File: src/rtl/tcc_pkg.sv
package tcc_pkg;

  typedef enum logic [2:0] {
    M_FROZEN = 3'b000,
    M_SET    = 3'b001,
    M_CLR    = 3'b010,
    M_TOG    = 3'b011,
    M_LO     = 3'b100,
    M_HI     = 3'b101,
    M_PWM1   = 3'b110,
    M_PWM2   = 3'b111
  } oc_mode_e;

  typedef struct packed {
    oc_mode_e mode;
    logic     buf_en;
    logic     fast_en;
    logic     pol;
  } oc_ctl_t;

  function automatic logic is_pwm(oc_mode_e m);
    return m[2] & m[1];
  endfunction

endpackage

File: src/rtl/tcc_ccr_bank.sv
module tcc_ccr_bank #(
  parameter int W = 16
) (
  input  logic         clk_i,
  input  logic         rst_ni,
  input  logic         buf_en_i,
  input  logic         wr_i,
  input  logic [W-1:0] wdata_i,
  input  logic         upd_i,
  output logic [W-1:0] act_o,
  output logic [W-1:0] rd_o
);
  logic [W-1:0] act_q, buf_q;

  always_ff @(posedge clk_i or negedge rst_ni) begin
    if (!rst_ni) begin
      act_q <= '0;
      buf_q <= '0;
    end else begin
      if (upd_i && buf_en_i)       act_q <= buf_q;
      else if (wr_i && !buf_en_i)  act_q <= wdata_i;
      if (wr_i && buf_en_i)        buf_q <= wdata_i;
    end
  end

  assign act_o = act_q;
  assign rd_o  = buf_en_i ? buf_q : act_q;
endmodule

File: src/rtl/tcc_trig_edge.sv
module tcc_trig_edge #(
  parameter int STAGES = 2
) (
  input  logic clk_i,
  input  logic rst_ni,
  input  logic trig_i,
  output logic edge_o
);
  logic [STAGES-1:0] sync_q;
  logic              last_q;

  generate
    if (STAGES == 1) begin : g_one
      always_ff @(posedge clk_i or negedge rst_ni) begin
        if (!rst_ni) sync_q <= '0;
        else         sync_q <= trig_i;
      end
    end else begin : g_multi
      always_ff @(posedge clk_i or negedge rst_ni) begin
        if (!rst_ni) sync_q <= '0;
        else         sync_q <= {sync_q[STAGES-2:0], trig_i};
      end
    end
  endgenerate

  always_ff @(posedge clk_i or negedge rst_ni) begin
    if (!rst_ni) last_q <= 1'b0;
    else         last_q <= sync_q[STAGES-1];
  end

  assign edge_o = sync_q[STAGES-1] & ~last_q;
endmodule

File: src/rtl/tcc_cmp_pipe.sv
module tcc_cmp_pipe
  import tcc_pkg::*;
#(
  parameter int W = 16
) (
  input  logic         clk_i,
  input  logic         rst_ni,
  input  logic [W-1:0] cnt_i,
  input  logic         down_i,
  input  logic [W-1:0] ccr_i,
  input  oc_mode_e     mode_i,
  output logic         eq_o,
  output logic         lvl_o,
  output logic         entry_o,
  output logic         down_o
);
  logic [W-1:0] cnt_q;
  logic         down_q, down2_q, eq_q, lvl_q, entry_q;
  oc_mode_e     mode_prev_q;
  logic         pwm1_c, pwm_c;

  // stage 1 holds the counter sample; stage 2 holds comparison results
  assign pwm1_c = down_q ? (cnt_q <= ccr_i) : (cnt_q < ccr_i);
  assign pwm_c  = (mode_i == M_PWM2) ? ~pwm1_c : pwm1_c;

  always_ff @(posedge clk_i or negedge rst_ni) begin
    if (!rst_ni) begin
      cnt_q       <= '0;
      down_q      <= 1'b0;
      down2_q     <= 1'b0;
      eq_q        <= 1'b0;
      lvl_q       <= 1'b0;
      entry_q     <= 1'b0;
      mode_prev_q <= M_FROZEN;
    end else begin
      cnt_q       <= cnt_i;
      down_q      <= down_i;
      down2_q     <= down_q;
      eq_q        <= (cnt_q == ccr_i);
      lvl_q       <= pwm_c;
      entry_q     <= is_pwm(mode_i) && (mode_prev_q == M_FROZEN);
      mode_prev_q <= mode_i;
    end
  end

  assign eq_o    = eq_q;
  assign lvl_o   = lvl_q;
  assign entry_o = entry_q;
  assign down_o  = down2_q;
endmodule

File: src/rtl/tcc_ref_stage.sv
module tcc_ref_stage
  import tcc_pkg::*;
(
  input  logic     clk_i,
  input  logic     rst_ni,
  input  oc_mode_e mode_i,
  input  logic     fast_en_i,
  input  logic     trig_edge_i,
  input  logic     eq_i,
  input  logic     lvl_i,
  input  logic     entry_i,
  input  logic     down_i,
  output logic     ref_o
);
  logic ref_q, eq_d, lvl_d, nxt;
  logic match_p, fast_lvl;

  assign match_p  = eq_i & ~eq_d;
  // level a compare match would produce in the current direction
  assign fast_lvl = (mode_i == M_PWM2) ? ~down_i : down_i;

  always_comb begin
    nxt = ref_q;
    unique case (mode_i)
      M_FROZEN: nxt = ref_q;
      M_SET:    if (match_p) nxt = 1'b1;
      M_CLR:    if (match_p) nxt = 1'b0;
      M_TOG:    if (match_p) nxt = ~ref_q;
      M_LO:     nxt = 1'b0;
      M_HI:     nxt = 1'b1;
      M_PWM1, M_PWM2: begin
        if (fast_en_i && trig_edge_i)       nxt = fast_lvl;
        else if (entry_i || lvl_i != lvl_d) nxt = lvl_i;
      end
      default:  nxt = ref_q;
    endcase
  end

  always_ff @(posedge clk_i or negedge rst_ni) begin
    if (!rst_ni) begin
      ref_q <= 1'b0;
      eq_d  <= 1'b0;
      lvl_d <= 1'b0;
    end else begin
      ref_q <= nxt;
      eq_d  <= eq_i;
      lvl_d <= lvl_i;
    end
  end

  assign ref_o = ref_q;
endmodule

File: src/rtl/tcc_oc_channel.sv
module tcc_oc_channel
  import tcc_pkg::*;
#(
  parameter int CNT_W       = 16,
  parameter int SYNC_STAGES = 2
) (
  input  logic             clk_i,
  input  logic             rst_ni,
  input  logic [CNT_W-1:0] cnt_i,
  input  logic             cnt_down_i,
  input  logic             upd_i,
  input  logic             trig_i,
  input  logic             cmp_wr_i,
  input  logic [CNT_W-1:0] cmp_wdata_i,
  output logic [CNT_W-1:0] cmp_rdata_o,
  input  logic             ctl_wr_i,
  input  logic [2:0]       ctl_mode_i,
  input  logic             ctl_buf_en_i,
  input  logic             ctl_fast_en_i,
  input  logic             ctl_pol_i,
  output logic             oc_ref_o,
  output logic             oc_pin_o
);
  oc_ctl_t          ctl_q;
  oc_mode_e         mode_w;
  logic             buf_en_w, fast_en_w, pol_w;
  logic [CNT_W-1:0] ccr_act_w;
  logic             trig_edge_w, eq_w, lvl_w, entry_w, dir2_w, ref_w;

  always_ff @(posedge clk_i or negedge rst_ni) begin
    if (!rst_ni) begin
      ctl_q <= '{mode: M_FROZEN, buf_en: 1'b0, fast_en: 1'b0, pol: 1'b0};
    end else if (ctl_wr_i) begin
      ctl_q <= '{mode: oc_mode_e'(ctl_mode_i), buf_en: ctl_buf_en_i,
                 fast_en: ctl_fast_en_i, pol: ctl_pol_i};
    end
  end

  assign mode_w    = ctl_q.mode;
  assign buf_en_w  = ctl_q.buf_en;
  assign fast_en_w = ctl_q.fast_en;
  assign pol_w     = ctl_q.pol;

  tcc_ccr_bank #(.W(CNT_W)) u_ccr (
    .clk_i    (clk_i),
    .rst_ni   (rst_ni),
    .buf_en_i (buf_en_w),
    .wr_i     (cmp_wr_i),
    .wdata_i  (cmp_wdata_i),
    .upd_i    (upd_i),
    .act_o    (ccr_act_w),
    .rd_o     (cmp_rdata_o)
  );

  tcc_trig_edge #(.STAGES(SYNC_STAGES)) u_trig (
    .clk_i  (clk_i),
    .rst_ni (rst_ni),
    .trig_i (trig_i),
    .edge_o (trig_edge_w)
  );

  tcc_cmp_pipe #(.W(CNT_W)) u_pipe (
    .clk_i   (clk_i),
    .rst_ni  (rst_ni),
    .cnt_i   (cnt_i),
    .down_i  (cnt_down_i),
    .ccr_i   (ccr_act_w),
    .mode_i  (mode_w),
    .eq_o    (eq_w),
    .lvl_o   (lvl_w),
    .entry_o (entry_w),
    .down_o  (dir2_w)
  );

  tcc_ref_stage u_ref (
    .clk_i       (clk_i),
    .rst_ni      (rst_ni),
    .mode_i      (mode_w),
    .fast_en_i   (fast_en_w),
    .trig_edge_i (trig_edge_w),
    .eq_i        (eq_w),
    .lvl_i       (lvl_w),
    .entry_i     (entry_w),
    .down_i      (dir2_w),
    .ref_o       (ref_w)
  );

  assign oc_ref_o = ref_w;
  assign oc_pin_o = ref_w ^ pol_w;
endmodule

File: config.mk
export PLATFORM = sky130hd
export DESIGN_NAME = tcc_oc_channel
export DESIGN_NICKNAME = d
export VERILOG_FILES = /design/src/rtl/tcc_pkg.sv /design/src/rtl/tcc_ccr_bank.sv /design/src/rtl/tcc_trig_edge.sv /design/src/rtl/tcc_cmp_pipe.sv /design/src/rtl/tcc_ref_stage.sv /design/src/rtl/tcc_oc_channel.sv
export SDC_FILE = /design/constraint.sdc
export NUM_CORES = 1
export LEC_CHECK = 0
export BUFFER_PORTS_ARGS = -buffer_cell sky130_fd_sc_hd__buf_2
export CAP_MARGIN = 20
export CORE_MARGIN = 1
export CORE_UTILIZATION = 25
export DETAILED_ROUTE_END_ITERATION = 10
export SLEW_MARGIN = 20
export SYNTH_ARGS = -nofsm -noshare
export SYNTH_HDL_FRONTEND = slang
export SYNTH_HIERARCHICAL = 1
export SYNTH_SLANG_ARGS = --single-unit
File: constraint.sdc
create_clock -name clk_i -period 5.1 [get_ports clk_i]
set_input_delay 0.255 -clock clk_i [delete_from_list [all_inputs] [get_ports clk_i]]
set_output_delay 0.255 -clock clk_i [all_outputs]
set_load 0.01 [all_outputs]
; After elaboration in Yosys (flattened, before gate mapping)
; Index checks and enable logic that the tools add are counted.
[word_totals]
wordCells = 67
output_inout_bits = 18
register_bits = 68
[op_classes]
n_eq_ne = 13
n_lt_le_gt_ge = 2
mux = 12
bitwise = 10
n_reduce_logical = 12
[ops]
columns = operator, count
row1 = 16-bit 2-to-1 mux, 3
row2 = 16-bit == test, 1
row3 = 16-bit <= comparator, 1
row4 = 16-bit less-than comparator, 1
row5 = "3-bit == test, second input constant", 4
row6 = 1-bit 2-to-1 mux, 8
row7 = "3-bit by 2-bit == test with 1-bit output, second input constant", 2
row8 = 3-bit zero test, 2
row9 = "2-bit by 1-bit inequality test with 1-bit output, second input constant", 3
row10 = 1-bit NOT, 6
row11 = 1-bit one-hot mux with 6 select lines, 1
row12 = 1-bit logical AND, 5
row13 = 5-bit AND reduction, 1
row14 = 1-bit bitwise AND, 3
row15 = "3-bit by 1-bit == test with 1-bit output, second input constant", 1
row16 = "3-bit by 1-bit inequality test with 1-bit output, second input constant", 1
row17 = 2-bit nonzero test, 1
row18 = 2-bit OR reduction, 1
row19 = 1-bit zero test, 1
row20 = 1-bit logical OR, 1
row21 = 1-bit inequality test, 1
row22 = 1-bit bitwise XOR, 1

; Depth between registers and ports, before layout
[logic_depth]
depth_word = 5
depth_mapped = 7

; By module
; Netlist, hierarchy kept.
[by_module_without_submodules]
columns = mod, cells_each, area_each_um2, seq_area_each_um2, instances
row1 = tcc_ccr_bank, 123, 1795.5, 800.8, 1
row2 = tcc_cmp_pipe, 81, 1036.0, 600.6, 1
row3 = tcc_oc_channel, 14, 260.2, 150.1, 1
row4 = tcc_ref_stage, 18, 182.7, 75.1, 1
row5 = tcc_trig_edge, 4, 88.8, 75.1, 1

; Worst setup path before layout
; No wires, ideal clock.
[synth_path]
path_kind = register -> register
startpoint = register u_ccr.act_q[9] (netlist: u_ccr/act_o[9])
endpoint = register u_pipe.lvl_q (netlist: u_pipe/lvl_o)
slack_ps = 3331
required_ps = 5020
path_stages_with_launch = 8
period_less_slack_ps = 1769
path_buffers = 0
arrival_ps = 1689
cell_sequence = dfrtp_1 > inv_1 > ha_1 > a21o_1 > a221o_1 > a211o_1 > o2bb2ai_2 > xnor2_1
[synth_between]
elab_chain_cells = 4
word_cells_on_any_way = 5
[synth_rtl]
columns = item, line_no
row1 = start: declaration, tcc_ccr_bank.sv:13  ; logic [W-1:0] act_q, buf_q;
row2 = start signal: assignment, tcc_ccr_bank.sv:20  ; if (upd_i && buf_en_i) act_q <= buf_q;
row3 = start signal: assignment, tcc_ccr_bank.sv:21  ; else if (wr_i && !buf_en_i) act_q <= wdata_i;
row4 = 16-bit less-than comparator or 16-bit <= comparator (tied branches), tcc_cmp_pipe.sv:23  ; assign pwm1_c = down_q ? (cnt_q <= ccr_i) : (cnt_q < ccr_i);
row5 = 1-bit 2-to-1 mux (*), tcc_cmp_pipe.sv:23
row6 = 1-bit NOT, tcc_cmp_pipe.sv:24  ; assign pwm_c = (mode_i == M_PWM2) ? ~pwm1_c : pwm1_c;
row7 = 1-bit 2-to-1 mux (*), tcc_cmp_pipe.sv:24
row8 = named net u_pipe.pwm_c, tcc_cmp_pipe.sv:20  ; logic pwm1_c, pwm_c;
row9 = end signal: assignment, tcc_cmp_pipe.sv:40  ; lvl_q <= pwm_c;
row10 = end: declaration, tcc_cmp_pipe.sv:18  ; logic down_q, down2_q, eq_q, lvl_q, entry_q;
; Mark *: on every way through the listed nets, which the timed path passes. The rest lies on a longest branch.
; A chain may end at the register's enable or synchronous reset.

; Worst setup path after layout
[layout_path]
startpoint = register ctl_q (netlist bit buf_en_w)
endpoint = output cmp_rdata_o[3]
[layout_between]
elab_chain_cells = 1
[layout_rtl]
columns = item, line_no
row1 = start: declaration, tcc_oc_channel.sv:24  ; oc_ctl_t ctl_q;
row2 = start signal: assignment, tcc_oc_channel.sv:32  ; ctl_q <= '{mode: M_FROZEN, buf_en: 1'b0, fast_en: 1'b0, pol: 1'b0};
row3 = start signal: assignment, tcc_oc_channel.sv:34  ; ctl_q <= '{mode: oc_mode_e'(ctl_mode_i), buf_en: ctl_buf_en_i,
row4 = 16-bit 2-to-1 mux, tcc_ccr_bank.sv:27  ; assign rd_o = buf_en_i ? buf_q : act_q;
row5 = end: declaration, tcc_oc_channel.sv:15  ; output logic [CNT_W-1:0] cmp_rdata_o,
; No other way between the ends.

==> impl_metrics.csv <==
group,metric,value,unit
power,ir_drop,0.0001770,V
route,wl,7085,um
clocking,path_clk_slew,0.06,ns
timing,slew_viol_final,0,
route,viasPerCell,4.214,
cells_and_area,fillers,1339,
worst_setup_path,crit_type,"flip-flop to primary output",
worst_setup_path,reg2reg_to,"u_pipe/lvl_o$_DFF_PN0_",
route,ant_nets,0,
logic_synthesis,synth_cell_types,41,
route,vias,2044,
logic_synthesis,syn_nets,301,
worst_setup_path,end_kind,"primary output",
worst_setup_path,cp-startpoint,"buf_en_w$_DFFE_PN0P_",
grt,grtUsageTotal,10.92,%
worst_setup_path,path_cells,"mux2_2 > buf_2",
logic_synthesis,synth_area,3363,um^2
floorplanning,ios,63,
grt,overflow,0,
timing,finalCritPeriodShare,42.97,%
logic_synthesis,synth_most_common_cell,"dfrtp_1",
clocking,clkLatencyLatePin,0.33,ns
route,initialDrtViolationCount,65,
floorplanning,core_region_area,13190,um^2
worst_setup_path,crit_required,4.85,ns
worst_setup_path,max_stage_delay,1.03,ns
worst_setup_path,rrSetupSlack,3.17,ns
logic_synthesis,ys_top_cells_by_count,"dfrtp_1 (68), mux2i_1 (46), mux2_2 (22)",
grt,grt_antenna_before_repair,0,
timing,setup_viol,0,
clocking,cts_tree,"done",
route,dr.pass1.iters,5,
worst_setup_path,r2r-start,"u_ccr/act_o[11]$_DFFE_PN0P_",
logic_synthesis,syn_inst,240,
placed_design,place_ws,3.178,ns
worst_setup_path,arrival,1.94,ns
worst_setup_path,cp-endpoint,"cmp_rdata_o[3]",
cells_and_area,diodes,0,
timing,max_freq,0.4563,GHz
timing,report.final.hold_viol_count,0,
logic_synthesis,yosysTopAreaCellShare,50.60,%
power,pwr_density_cell,438.3,nW/um^2
floorplanning,rows,42,
cells_and_area,drive_gt1_share,39.48,%
logic_synthesis,synth_seq_cells,68,
clocking,clk_path_buf_depth,2,
route,drcViolationCount,0,
worst_setup_path,critical-path-slowest-cell,"dfrtp_2",
placed_design,port_buffers,62,
timing,worstMarginPinSlew,1.001,ns
route,wire_per_inst,14.61,um
logic_synthesis,synth_edf_count,0,
logic_synthesis,postSynthAreaPerCell,14.01,um^2
floorplanning,die_w,118.0,um
power,power.leakage,2.060,nW
clocking,cts_setup_buffers,0,
logic_synthesis,yosys-top-cells-area,"dfrtp_1 (51%), mux2i_1 (14%), mux2_2 (7.4%)",
cells_and_area,multi_input_area,1498,um^2
logic_synthesis,synth_seq_area_share,50.60,%
timing,skew,0.004853,ns
clocking,cts_root_buf,"clkbuf_16",
logic_synthesis,ys_warn_count,6,
timing,slew_headroom,33.25,%
floorplanning,start_util,25.50,%
grt,grt_max_degree,69,
worst_setup_path,critPathMaxFanout,36,
timing,grt_setup_unrepaired,"no",
clocking,numCtsBuffers,9,
cells_and_area,area_delta_synth_final,23.36,%
worst_setup_path,ff2ff_path_depth,7,
worst_setup_path,setup.worst_path.start_class,"flip-flop",
placed_design,globalplace.congestion,0.7504,
logic_synthesis,async_flop_share,100.0,%
cells_and_area,fin_nets,365,
floorplanning,die_h,118.0,um
grt,grt_pass1_vias,2143,
clocking,postCtsHoldBufs,0,
status,run_status,"complete, no violations",
timing,postLayoutSetupSlackWorst,2.909,ns
timing,period_needed,2.191,ns
placed_design,place_hpwl,4909,um
hold_path,hold_path.class,"input pin to flip-flop",
clocking,htree_levels,3,
logic_synthesis,synth_top_cell_by_area,"dfrtp_1",
cells_and_area,seq_area,1703,um^2
grt,grt_pass1_wl,11410,um
logic_synthesis,ys.flop_type,"dfrtp_1",
floorplanning,dieArea,13920,um^2
clocking,cts_resized,0,
clocking,cts.sinks,68,
timing,tns,0,ns
flow_run,maxCapViolations,0,
==> worst min path at each step <==
stage                                    start                         end  slack [ns]  depth (start not counted)
finish                                cnt_i[5]   u_pipe/cnt_q[5]$_DFF_PN0_        0.02                          1
global route                          cnt_i[5]   u_pipe/cnt_q[5]$_DFF_PN0_        0.01                          1
CTS                                   cnt_i[5]   u_pipe/cnt_q[5]$_DFF_PN0_        0.01                          1
detailed placement  u_trig/sync_q[0]$_DFF_PN0_  u_trig/sync_q[1]$_DFF_PN0_        0.34                          0
global placement    u_trig/sync_q[0]$_DFF_PN0_  u_trig/sync_q[1]$_DFF_PN0_        0.34                          0
floorplan                               rst_ni        buf_en_w$_DFFE_PN0P_       -0.04                          0
==> where the power goes <==
part	leakage [nW]	total (mW)	switching, mW	internal, mW
logic	1.09	0.382	0.170	0.212
registers	0.802	0.714	0.0887	0.625
clock network	0.169	0.723	0.232	0.490
==> metal layers <==
metal | GRT usage, % | vias to the layer above | wire [um]
met5 | 0 | - | 0
met4 | 4.087 | 0 | 96
met3 | 3.682 | 10 | 314
met2 | 17.43 | 55 | 3393
met1 | 13.60 | 988 | 3280
li1 | - | 991 | -
==> cells in the final DEF (no fill, tap or decap), drive strengths merged, types with 2 or more instances in the layout <==
cell    synthesis  routed
mux2i          46      46
o21ai           3       3
clkinv          0       2
nor2            2       2
bufinv          0       3
dfrtp          68      68
nor2b           4       4
and4            3       3
buf            10      63
mux2           38      38
and2            2       2
nand3b          2       2
a211o           3       3
clkbuf          0      10
inv            16      16
nand2           3       3
ha             16      16
a21o            3       3
nand3           2       2
==> area by class of cell <==
cell class	count	share of cell area, %
clock inverters	6	2.684
well taps	176	5.308
inverters	16	1.448
repair buffers	63	7.660
clock buffers	10	5.760
multi-input cells	146	36.10
flip-flops and latches	68	41.04
==> cell families (layout without fill, tap and decap cells) <==
| family | count (synthesis) | in the layout | synth area share (%) |
|---|---|---|---|
| compound gates | 20 | 20 | 4.725 |
| xor+xnor | 2 | 2 | 0.5209 |
| fa+ha+maj | 16 | 16 | 5.952 |
| mux | 84 | 84 | 28.20 |
| buf+inv | 26 | 95 | 4.873 |
| flops | 68 | 68 | 50.60 |
| simple gates | 24 | 24 | 5.134 |
==> worst max-delay path: cells and delay by family (launching register included) <==
family | cells | cell delay, ns
buffers and inverters | 1 | 0.14
flip-flops | 1 | 1.03
multiplexers | 1 | 0.43
==> through the flow <==
step | instances | hold slack (ns) | area, um^2 | power [mW] | utilization [%]
floorplan | 240 | -0.04059 | 3363 | 0.9748 | -
global placement | 469 | 0.3400 | 3799 | 1.097 | 28.80
detailed placement | 469 | 0.3371 | 3799 | 1.109 | 28.80
CTS | 485 | 0.01157 | 4149 | 1.849 | 31.46
global route | 485 | 0.01052 | 4149 | 1.921 | 31.46
finish | 485 | 0.02362 | 4149 | 1.819 | 31.46
==> flip-flops by register name, indices dropped and copies added, names as in the netlist, 2 cells and up <==
| register | count |
|---|---|
| u_ccr/buf_q | 16 |
| mode_w | 3 |
| u_ccr/act_o | 16 |
| u_pipe/mode_prev_q | 3 |
| u_trig/sync_q | 2 |
| u_pipe/cnt_q | 16 |
No activity file was read; power rests on OpenSTA's default activity.
